File: config.mk
export PLATFORM = sky130hd
export DESIGN_NAME = clkdiv_hl
export DESIGN_NICKNAME = d
export VERILOG_FILES = /design/src/rtl/clkdiv_pkg.sv /design/src/rtl/clkdiv_seq.sv /design/src/rtl/clkdiv_set.sv /design/src/rtl/clkdiv_outstage.sv /design/src/rtl/clkdiv_hl.sv
export SDC_FILE = /design/constraint.sdc
export NUM_CORES = 1
export LEC_CHECK = 0
export BUFFER_PORTS_ARGS = -buffer_cell sky130_fd_sc_hd__buf_2
export CORE_AREA = 2 2 65 67
export DETAILED_ROUTE_END_ITERATION = 16
export DIE_AREA = 0 0 67 69
export PLACE_DENSITY = 0.81
export SYNTH_ARGS = -nofsm -noshare
export SYNTH_HDL_FRONTEND = slang
export SYNTH_SLANG_ARGS = --single-unit
export TNS_END_PERCENT = 10
File: constraint.sdc
create_clock -name clk -period 2.3 [get_ports clk]
set_input_delay 0.69 -clock clk [delete_from_list [all_inputs] [get_ports clk]]
set_output_delay 0.69 -clock clk [all_outputs]
set_load 0.01 [all_outputs]
File: src/rtl/clkdiv_pkg.sv
`timescale 1ns/1ps
package clkdiv_pkg;
  // Sequencer phase: start-delay wait, high phase, low phase
  typedef enum logic [1:0] {
    PH_WAIT = 2'd0,
    PH_HIGH = 2'd1,
    PH_LOW  = 2'd2
  } phase_e;
endpackage

File: src/rtl/clkdiv_seq.sv
`timescale 1ns/1ps
module clkdiv_seq
  import clkdiv_pkg::*;
#(
  parameter int unsigned CNT_W = 6
) (
  input  logic             clk,
  input  logic             rst_n,
  input  logic             run,
  input  logic [CNT_W-1:0] delay,
  input  logic [CNT_W-1:0] act_high,
  input  logic [CNT_W-1:0] act_low,
  output phase_e           phase,
  output logic             q_pos,
  output logic             low_end,
  output logic             idle
);
  localparam int unsigned CW     = CNT_W + 1;
  localparam int unsigned FULL_I = 1 << CNT_W;
  localparam logic [CW-1:0] FULL = FULL_I[CW-1:0];
  localparam logic [CW-1:0] ONE  = {{(CW-1){1'b0}}, 1'b1};

  logic [CW-1:0] cnt, cnt_n;
  phase_e        ph_n;

  // A zero count field stands for the full range
  function automatic logic [CW-1:0] eff(input logic [CNT_W-1:0] v);
    eff = (v == '0) ? FULL : {1'b0, v};
  endfunction

  always_comb begin
    ph_n    = phase;
    cnt_n   = cnt;
    low_end = 1'b0;
    if (!run) begin
      ph_n  = PH_WAIT;
      cnt_n = '0;
    end else begin
      case (phase)
        PH_WAIT: begin
          if (cnt == {1'b0, delay}) begin
            ph_n  = PH_HIGH;
            cnt_n = ONE;
          end else begin
            cnt_n = cnt + ONE;
          end
        end
        PH_HIGH: begin
          if (cnt == eff(act_high)) begin
            ph_n  = PH_LOW;
            cnt_n = ONE;
          end else begin
            cnt_n = cnt + ONE;
          end
        end
        PH_LOW: begin
          if (cnt == eff(act_low)) begin
            ph_n    = PH_HIGH;
            cnt_n   = ONE;
            low_end = 1'b1;
          end else begin
            cnt_n = cnt + ONE;
          end
        end
        default: begin
          ph_n  = PH_WAIT;
          cnt_n = '0;
        end
      endcase
    end
  end

  always_ff @(posedge clk or negedge rst_n) begin
    if (!rst_n) begin
      phase <= PH_WAIT;
      cnt   <= '0;
      q_pos <= 1'b0;
    end else begin
      phase <= ph_n;
      cnt   <= cnt_n;
      q_pos <= (ph_n == PH_HIGH);
    end
  end

  assign idle = (phase == PH_WAIT);
endmodule

File: src/rtl/clkdiv_set.sv
`timescale 1ns/1ps
module clkdiv_set #(
  parameter int unsigned CNT_W = 6
) (
  input  logic             clk,
  input  logic             rst_n,
  input  logic [CNT_W-1:0] cfg_high,
  input  logic [CNT_W-1:0] cfg_low,
  input  logic             cfg_half,
  input  logic             cfg_dyn,
  input  logic             chg_req,
  input  logic             idle,
  input  logic             low_end,
  output logic [CNT_W-1:0] act_high,
  output logic [CNT_W-1:0] act_low,
  output logic             act_half,
  output logic             pending,
  output logic             done
);
  localparam logic [CNT_W-1:0] CNT_ONE = {{(CNT_W-1){1'b0}}, 1'b1};

  logic [CNT_W-1:0] sh_high, sh_low;
  logic             sh_half;

  always_ff @(posedge clk or negedge rst_n) begin
    if (!rst_n) begin
      act_high <= CNT_ONE;
      act_low  <= CNT_ONE;
      act_half <= 1'b0;
      sh_high  <= CNT_ONE;
      sh_low   <= CNT_ONE;
      sh_half  <= 1'b0;
      pending  <= 1'b0;
      done     <= 1'b0;
    end else begin
      done <= 1'b0;
      // Held or in start delay: the live setting is taken up directly
      if (idle) begin
        act_high <= cfg_high;
        act_low  <= cfg_low;
        act_half <= cfg_half;
      end
      if (!pending && cfg_dyn && chg_req) begin
        pending <= 1'b1;
        sh_high <= cfg_high;
        sh_low  <= cfg_low;
        sh_half <= cfg_half;
      end
      // Apply only at the low-to-high period boundary
      if (pending && low_end) begin
        act_high <= sh_high;
        act_low  <= sh_low;
        act_half <= sh_half;
        pending  <= 1'b0;
        done     <= 1'b1;
      end
    end
  end
endmodule

File: src/rtl/clkdiv_outstage.sv
`timescale 1ns/1ps
module clkdiv_outstage #(
  parameter bit HALF_EDGE = 1'b1
) (
  input  logic clk,
  input  logic rst_n,
  input  logic en,
  input  logic bypass,
  input  logic half,
  input  logic q_pos,
  output logic clk_out
);
  logic ext;

  generate
    if (HALF_EDGE) begin : g_half
      logic q_neg;
      // Falling-edge copy stretches each high phase by half a cycle
      always_ff @(negedge clk or negedge rst_n) begin
        if (!rst_n) q_neg <= 1'b0;
        else        q_neg <= q_pos;
      end
      assign ext = q_pos | (half & q_neg);
    end else begin : g_plain
      logic unused_half;
      assign unused_half = half;
      assign ext = q_pos;
    end
  endgenerate

  assign clk_out = en & (bypass ? clk : ext);
endmodule

File: src/rtl/clkdiv_hl.sv
`timescale 1ns/1ps
module clkdiv_hl
  import clkdiv_pkg::*;
#(
  parameter int unsigned CNT_W     = 6,
  parameter bit          HALF_EDGE = 1'b1
) (
  input  logic             clk,
  input  logic             rst_n,
  input  logic             cfg_en,
  input  logic             cfg_bypass,
  input  logic [CNT_W-1:0] cfg_high,
  input  logic [CNT_W-1:0] cfg_low,
  input  logic             cfg_half,
  input  logic [CNT_W-1:0] cfg_delay,
  input  logic             cfg_dyn,
  input  logic             chg_req,
  output logic             chg_done,
  output logic             clk_out
);
  phase_e           phase_w;
  logic             q_pos_w, low_end_w, idle_w, pend_w, run_w;
  logic [CNT_W-1:0] act_high_w, act_low_w;
  logic             act_half_w;

  assign run_w = cfg_en & ~cfg_bypass;

  clkdiv_set #(.CNT_W(CNT_W)) u_set (
    .clk      (clk),
    .rst_n    (rst_n),
    .cfg_high (cfg_high),
    .cfg_low  (cfg_low),
    .cfg_half (cfg_half),
    .cfg_dyn  (cfg_dyn),
    .chg_req  (chg_req),
    .idle     (idle_w),
    .low_end  (low_end_w),
    .act_high (act_high_w),
    .act_low  (act_low_w),
    .act_half (act_half_w),
    .pending  (pend_w),
    .done     (chg_done)
  );

  clkdiv_seq #(.CNT_W(CNT_W)) u_seq (
    .clk      (clk),
    .rst_n    (rst_n),
    .run      (run_w),
    .delay    (cfg_delay),
    .act_high (act_high_w),
    .act_low  (act_low_w),
    .phase    (phase_w),
    .q_pos    (q_pos_w),
    .low_end  (low_end_w),
    .idle     (idle_w)
  );

  clkdiv_outstage #(.HALF_EDGE(HALF_EDGE)) u_out (
    .clk     (clk),
    .rst_n   (rst_n),
    .en      (cfg_en),
    .bypass  (cfg_bypass),
    .half    (act_half_w),
    .q_pos   (q_pos_w),
    .clk_out (clk_out)
  );
endmodule

==> flow_metrics.env, run 1 <==
export IMPL_antenna_found_initial=0
export IMPL_grt_pass1_wl_mm=6.96
export IMPL_first_pass_iters=4
export IMPL_worst_slack_ns=-0.665
export IMPL_maxSlewViolCount=0
export IMPL_clk_pin_slew_worst_paths_ns=0.07
export IMPL_utilization_pct=61.1
export IMPL_power_density_nw_per_um2=653
export IMPL_rsz0062_at_grt="yes"
export IMPL_peakVddDrop_mv=0.383
export IMPL_grt_pass1_vias=1501
export IMPL_switchingPower_mw=0.365
export IMPL_end_kind="primary output"
export IMPL_worstPathMaxFanout=1
export IMPL_post_cts_buffers=0
export IMPL_cts_resized=1
export IMPL_slew_headroom_pct=64.3
export IMPL_synth_area_sq_um=2060
export IMPL_violations="negative setup slack"
export IMPL_p_seq_share_pct=52.7
export IMPL_internal_power_mw=1.20
export IMPL_cts_tree="built"
export IMPL_place_gp_congestion=0.860
export IMPL_synth_area_per_cell_sq_um=11.7
export IMPL_detail_route_antenna_nets=0
export IMPL_final_net_count=235
export IMPL_synth_most_common_cell="dfrtp_1"
export IMPL_fillers=322
export IMPL_remaining_drc_errors=0
export IMPL_wl_mm=4.14
export IMPL_clkLatencyLatePin_ns=0.41
export IMPL_via_per_inst=5.47
export IMPL_start_kind="flip-flop"
export IMPL_ys_ff_latch=39
export IMPL_cp_required_ns=1.61
export IMPL_status="finished, violations left"
export IMPL_dieWidth_um=67
export IMPL_synth_async_reset_ratio_pct=100
export IMPL_initial_core_util_pct=52.7
export IMPL_die_h_um=69
export IMPL_fp_dieArea_sq_um=4620
export IMPL_synth_nets=202
export IMPL_critical_path_class="flip-flop to primary output"
export IMPL_ys_types=37
export IMPL_route_vias_total=1416
export IMPL_yosysSeqAreaShare_pct=47.6
export IMPL_netlist_top_cells_count="34 x dfrtp_1, 21 x mux2_2, 19 x xor2_1, 18 x mux2_1, 10 x a21oi_1"
export IMPL_yosys_area_top_type="dfrtp_1"
export IMPL_hp_class="input pin to async pin"
export IMPL_design_core_area_sq_um=3910
export IMPL_num_io_pins=27
export IMPL_synth_edf_count=0
export IMPL_portBuffers=26
export IMPL_hpwl_mm=2.91
export IMPL_cp_data_arrival_time_ns=2.27
export IMPL_gr_total_overflow=0
export IMPL_p_leak_nw=1.06
export IMPL_clock_power_share_pct=36.5
export IMPL_dp_slack_ns=-0.200
export IMPL_r2r_slack_ns=0.29
export IMPL_synthCells=176
export IMPL_wire_per_inst_um=16.0
export IMPL_drv_cap=0
export IMPL_tns_ns=-0.665
export IMPL_yosys_most_used_dff="dfrtp_1"
export IMPL_rows=23
export IMPL_drive_gt1_share_pct=34.9
export IMPL_hold_viol_final=0
export IMPL_worst_slew_pin_slew_ns=0.531
export IMPL_grt_usage_pct=20.9
export IMPL_diodes=0
export IMPL_dr_first_iter_drc_count=93
export IMPL_grt_max_degree=39
export IMPL_skew_ns=0.0200
export IMPL_synth_warnings=0
export IMPL_ctsHoldBuffers=0
export IMPL_setup_viol=1
export IMPL_comb_power_share_pct=10.8
export IMPL_netlist_area_leader_share_pct=41.3
export IMPL_swShare_pct=23.4
export IMPL_netlist_top_cells_area="dfrtp_1 41%, mux2_2 11%, mux2_1 9.8%"
export IMPL_area_growth_pct=16.1
[final cells by class]
| type | instances | area [sq um] | area share (%) |
|---|---|---|---|
| Sequential cell | 39 | 981 | 41.0 |
| Clock buffer | 11 | 123 | 5.13 |
| Inverter | 2 | 7.51 | 0.314 |
| Timing Repair Buffer | 31 | 183 | 7.64 |
| Tap cell | 50 | 62.6 | 2.62 |
| Multi-Input combinational cell | 126 | 1040 | 43.3 |
[cell usage in the layout (no fill, tap or decap), drive strengths merged, types with 2 or more instances in the layout]
| cell type | instances |
|---|---|
| a21oi | 10 |
| and2b | 2 |
| buf | 32 |
| clkbuf | 10 |
| dfrtp | 34 |
| dfstp | 4 |
| inv | 2 |
| mux2 | 39 |
| nand2 | 8 |
| nand2b | 2 |
| nand3 | 9 |
| nand4 | 2 |
| nor2 | 9 |
| nor3 | 3 |
| nor4 | 4 |
| o21ai | 2 |
| or4 | 2 |
| xnor2 | 4 |
| xor2 | 19 |
[path summary, 6_finish.rpt]
| check | to | from | cells past startpoint |
|---|---|---|---|
| worst min register to register | u_set.act_high[3] | u_set.sh_high[3] | 1 |
| worst min-delay path | u_set.sh_half | rst_n | 2 |
| worst max-delay path | clk_out | u_out.g_half.q_neg | 3 |
| worst max register to register | u_set.act_low[3] | u_seq.cnt[5] | 6 |
| min in group clk | u_set.act_high[3] | u_set.sh_high[3] | 1 |
| max in group asynchronous | u_out.g_half.q_neg | rst_n | 1 |
[routing by layer]
metal  vias to the layer above  share of wire (%)  wire length (um)  track usage (%)
li1                        689                  -                 -                -
met4                         0                2.1                85             11.6
met5                         -                  0                 0                0
met3                         8                4.8               200             7.67
met2                        26                 50              2050             32.6
met1                       693                 44              1800             24.4
[critical path: stages (launching register included)]
cell and delay (ns):
dfrtn_1 0.41, a21oi_2 0.06, a21oi_2 0.11, buf_2 0.14
[flip-flops by register name, summed over array words and instances, names as in the netlist]
signal              flops
u_set.act_high          6
u_set.act_low           6
u_set.sh_high           6
u_seq.phase             2
u_seq.cnt               7
u_set.act_half          1
u_seq.q_pos             1
u_set.done              1
u_set.pending           1
u_out.g_half.q_neg      1
u_set.sh_half           1
u_set.sh_low            6
[cell families after synthesis]
kind of cell | after synthesis | synth area share [%]
XOR/XNOR | 23 | 9.78
AND/OR/NAND/NOR | 43 | 11.4
adder cells (fa/ha/maj) | 1 | 0.607
AO/OA/AOI/OAI | 20 | 6.86
buffers and inverters | 11 | 2.49
flip-flops | 39 | 47.6
multiplexers | 39 | 21.3
[stage by stage]
stage	power, mW	hold slack, ns	cells	cell area, sq um
finish	1.56	0.362	259	2390
global placement	1.00	0.463	249	2270
floorplan	0.940	0.394	176	2060
global route	1.64	0.408	259	2390
CTS	1.58	0.372	259	2390
detailed placement	1.01	0.474	249	2270
[power by group through the flow]
stage          Sequential [mW]  Combinational (mW)  Clock (mW)
2_1_floorplan            0.816               0.117     0.00705
3_3_place_gp             0.829               0.162     0.00953
3_5_place_dp             0.835               0.170     0.00953
4_1_cts                  0.822               0.172       0.587
5_1_grt                  0.831               0.189       0.619
6_report                 0.823               0.169       0.570
(Power assumes the default switching activity.)
==> run 2, diff against run 1 <==
--- a/config.mk
+++ b/config.mk
@@ -10,6 +10,7 @@
 export DETAILED_ROUTE_END_ITERATION = 16
 export DIE_AREA = 0 0 67 69
 export PLACE_DENSITY = 0.81
+export SLEW_MARGIN = 20
 export SYNTH_ARGS = -nofsm -noshare
 export SYNTH_HDL_FRONTEND = slang
 export SYNTH_SLANG_ARGS = --single-unit
==> constraint.sdc (replaced) <==
create_clock -name clk -period 2.3 [get_ports clk]
set_input_delay 0.69 -clock clk [delete_from_list [all_inputs] [get_ports clk]]
set_output_delay 0.69 -clock clk [all_outputs]
set_load 0.1 [all_outputs]
==> flow_metrics.env, run 2 (synthesis results as in run 1) <==
export IMPL_clk_pin_slew_worst_paths_ns=0.08
export IMPL_power_density_nw_per_um2=748
export IMPL_regMostFlops="u_seq.cnt"
export IMPL_grt_usage_pct=21.0
export IMPL_cp_required_ns=1.61
export IMPL_cts_resized=4
export IMPL_multi_input_area_sq_um=1040
export IMPL_design_core_area_sq_um=3910
export IMPL_wl_mm=3.94
export IMPL_cp_cell_sequence="a21oi_2 -> a21oi_4 -> buf_12"
export IMPL_route_vias_total=1431
export IMPL_rsz0062_at_grt="yes"
export IMPL_design_area_sq_um=2480
export IMPL_slew_headroom_pct=68.3
export IMPL_end_kind="primary output"
export IMPL_worst_slack_ns=-0.751
export IMPL_area_growth_pct=20.2
export IMPL_grt_max_degree=39
export IMPL_drive_gt1_share_pct=36.8
export IMPL_dieWidth_um=67
export IMPL_hp_class="input pin to async pin"
export IMPL_dp_slack_ns=-0.505
export IMPL_regArea_sq_um=981
export IMPL_internal_power_mw=1.43
export IMPL_die_h_um=69
export IMPL_slowest_delay_ns=0.40
export IMPL_status="finished, violations left"
export IMPL_worst_slew_pin_slew_ns=0.475
export IMPL_layout_commonest_cell="dfrtp_1"
export IMPL_final_cell_mix="34 x dfrtp_1, 25 x buf_2, 21 x mux2_2"
export IMPL_num_io_pins=27
export IMPL_worst_hold_slack_ns=0.340
export IMPL_place_gp_congestion=0.833
export IMPL_clkLatencyLatePin_ns=0.42
export IMPL_ctsHoldBuffers=0
export IMPL_place_area_sq_um=2280
export IMPL_fp_dieArea_sq_um=4620
export IMPL_dr_first_iter_drc_count=64
export IMPL_detail_route_antenna_nets=0
export IMPL_hold_viol_final=0
export IMPL_critical_path_class="flip-flop to primary output"
export IMPL_cts_tree="built"
export IMPL_maxSlewViolCount=0
export IMPL_rows=23
export IMPL_switchingPower_mw=0.422
export IMPL_violations="negative setup slack"
export IMPL_p_leak_nw=1.10
export IMPL_setup_viol=1
export IMPL_gr_total_overflow=0
export IMPL_antenna_found_initial=0
export IMPL_grt_pass1_vias=1498
export IMPL_clock_power_share_pct=46.6
export IMPL_slowest_stage="dfrtn_1"
export IMPL_crit_family="flip-flops"
export IMPL_cp_data_arrival_time_ns=2.36
export IMPL_start_kind="flip-flop"
export IMPL_grt_pass1_wl_mm=6.84
export IMPL_fillers=331
export IMPL_post_cts_buffers=0
export IMPL_swShare_pct=22.7
export IMPL_hpwl_mm=2.79
export IMPL_initial_core_util_pct=52.7
export IMPL_peakVddDrop_mv=0.464
export IMPL_path_buf_inv=1
export IMPL_remaining_drc_errors=0
export IMPL_p_seq_share_pct=44.2
export IMPL_portBuffers=26
export IMPL_diodes=0
export IMPL_skew_ns=0.0159
export IMPL_largest_reg_flops=7
export IMPL_first_pass_iters=4
export IMPL_drv_cap=0
export IMPL_finalPower_mw=1.85
export IMPL_wire_per_inst_um=15.0
export IMPL_worstPathMaxFanout=1
export IMPL_via_per_inst=5.46
export IMPL_comb_power_share_pct=9.1
export IMPL_utilization_pct=63.3
export IMPL_final_net_count=237
## run 2: layer usage
metal  vias up  share of wire, %  routed length [um]  GRT usage [%]
met2        41                48                1880           28.8
met5         -                 0                   0              0
met3        14               5.4                 212           10.1
li1        692                 -                   -              -
met1       684                44                1720           25.3
met4         0               3.4                 135           14.5
## run 2: layout make-up
type	count	share of cell area [%]
flip-flops and latches	39	39.6
repair buffers	33	7.47
well taps	50	2.53
clock inverters	3	2.73
inverters	2	0.303
multi-input cells	126	42.1
clock buffers	9	5.25
## run 2: final timing paths
path,slack [ns],depth (start not counted),from,end
min in group clk,0.49,1,u_set.sh_high[3],u_set.act_high[3]
max in group asynchronous,1.10,1,rst_n,u_out.g_half.q_neg
worst min-delay path,0.34,2,rst_n,u_seq.cnt[0]
worst max-delay path,-0.75,3,u_out.g_half.q_neg,clk_out
worst min register to register,0.49,1,u_set.sh_high[3],u_set.act_high[3]
worst max register to register,0.32,5,u_set.act_high[3],u_seq.cnt[6]
## run 2: power by group through the flow
stage	clock (mW)	sequential (mW)	combinational, mW
floorplan	0.0322	0.817	0.117
global placement	0.0347	0.830	0.165
detailed placement	0.0347	0.834	0.172
CTS	0.878	0.820	0.173
global route	0.920	0.830	0.190
finish	0.865	0.820	0.169
## run 2: metrics by stage
stage                     TNS [ns]  instances
after global routing        -0.786        262
after floorplan             -0.544        176
after detailed placement    -0.505        251
after CTS                   -0.761        262
after global placement      -0.502        251
final                       -0.751        262
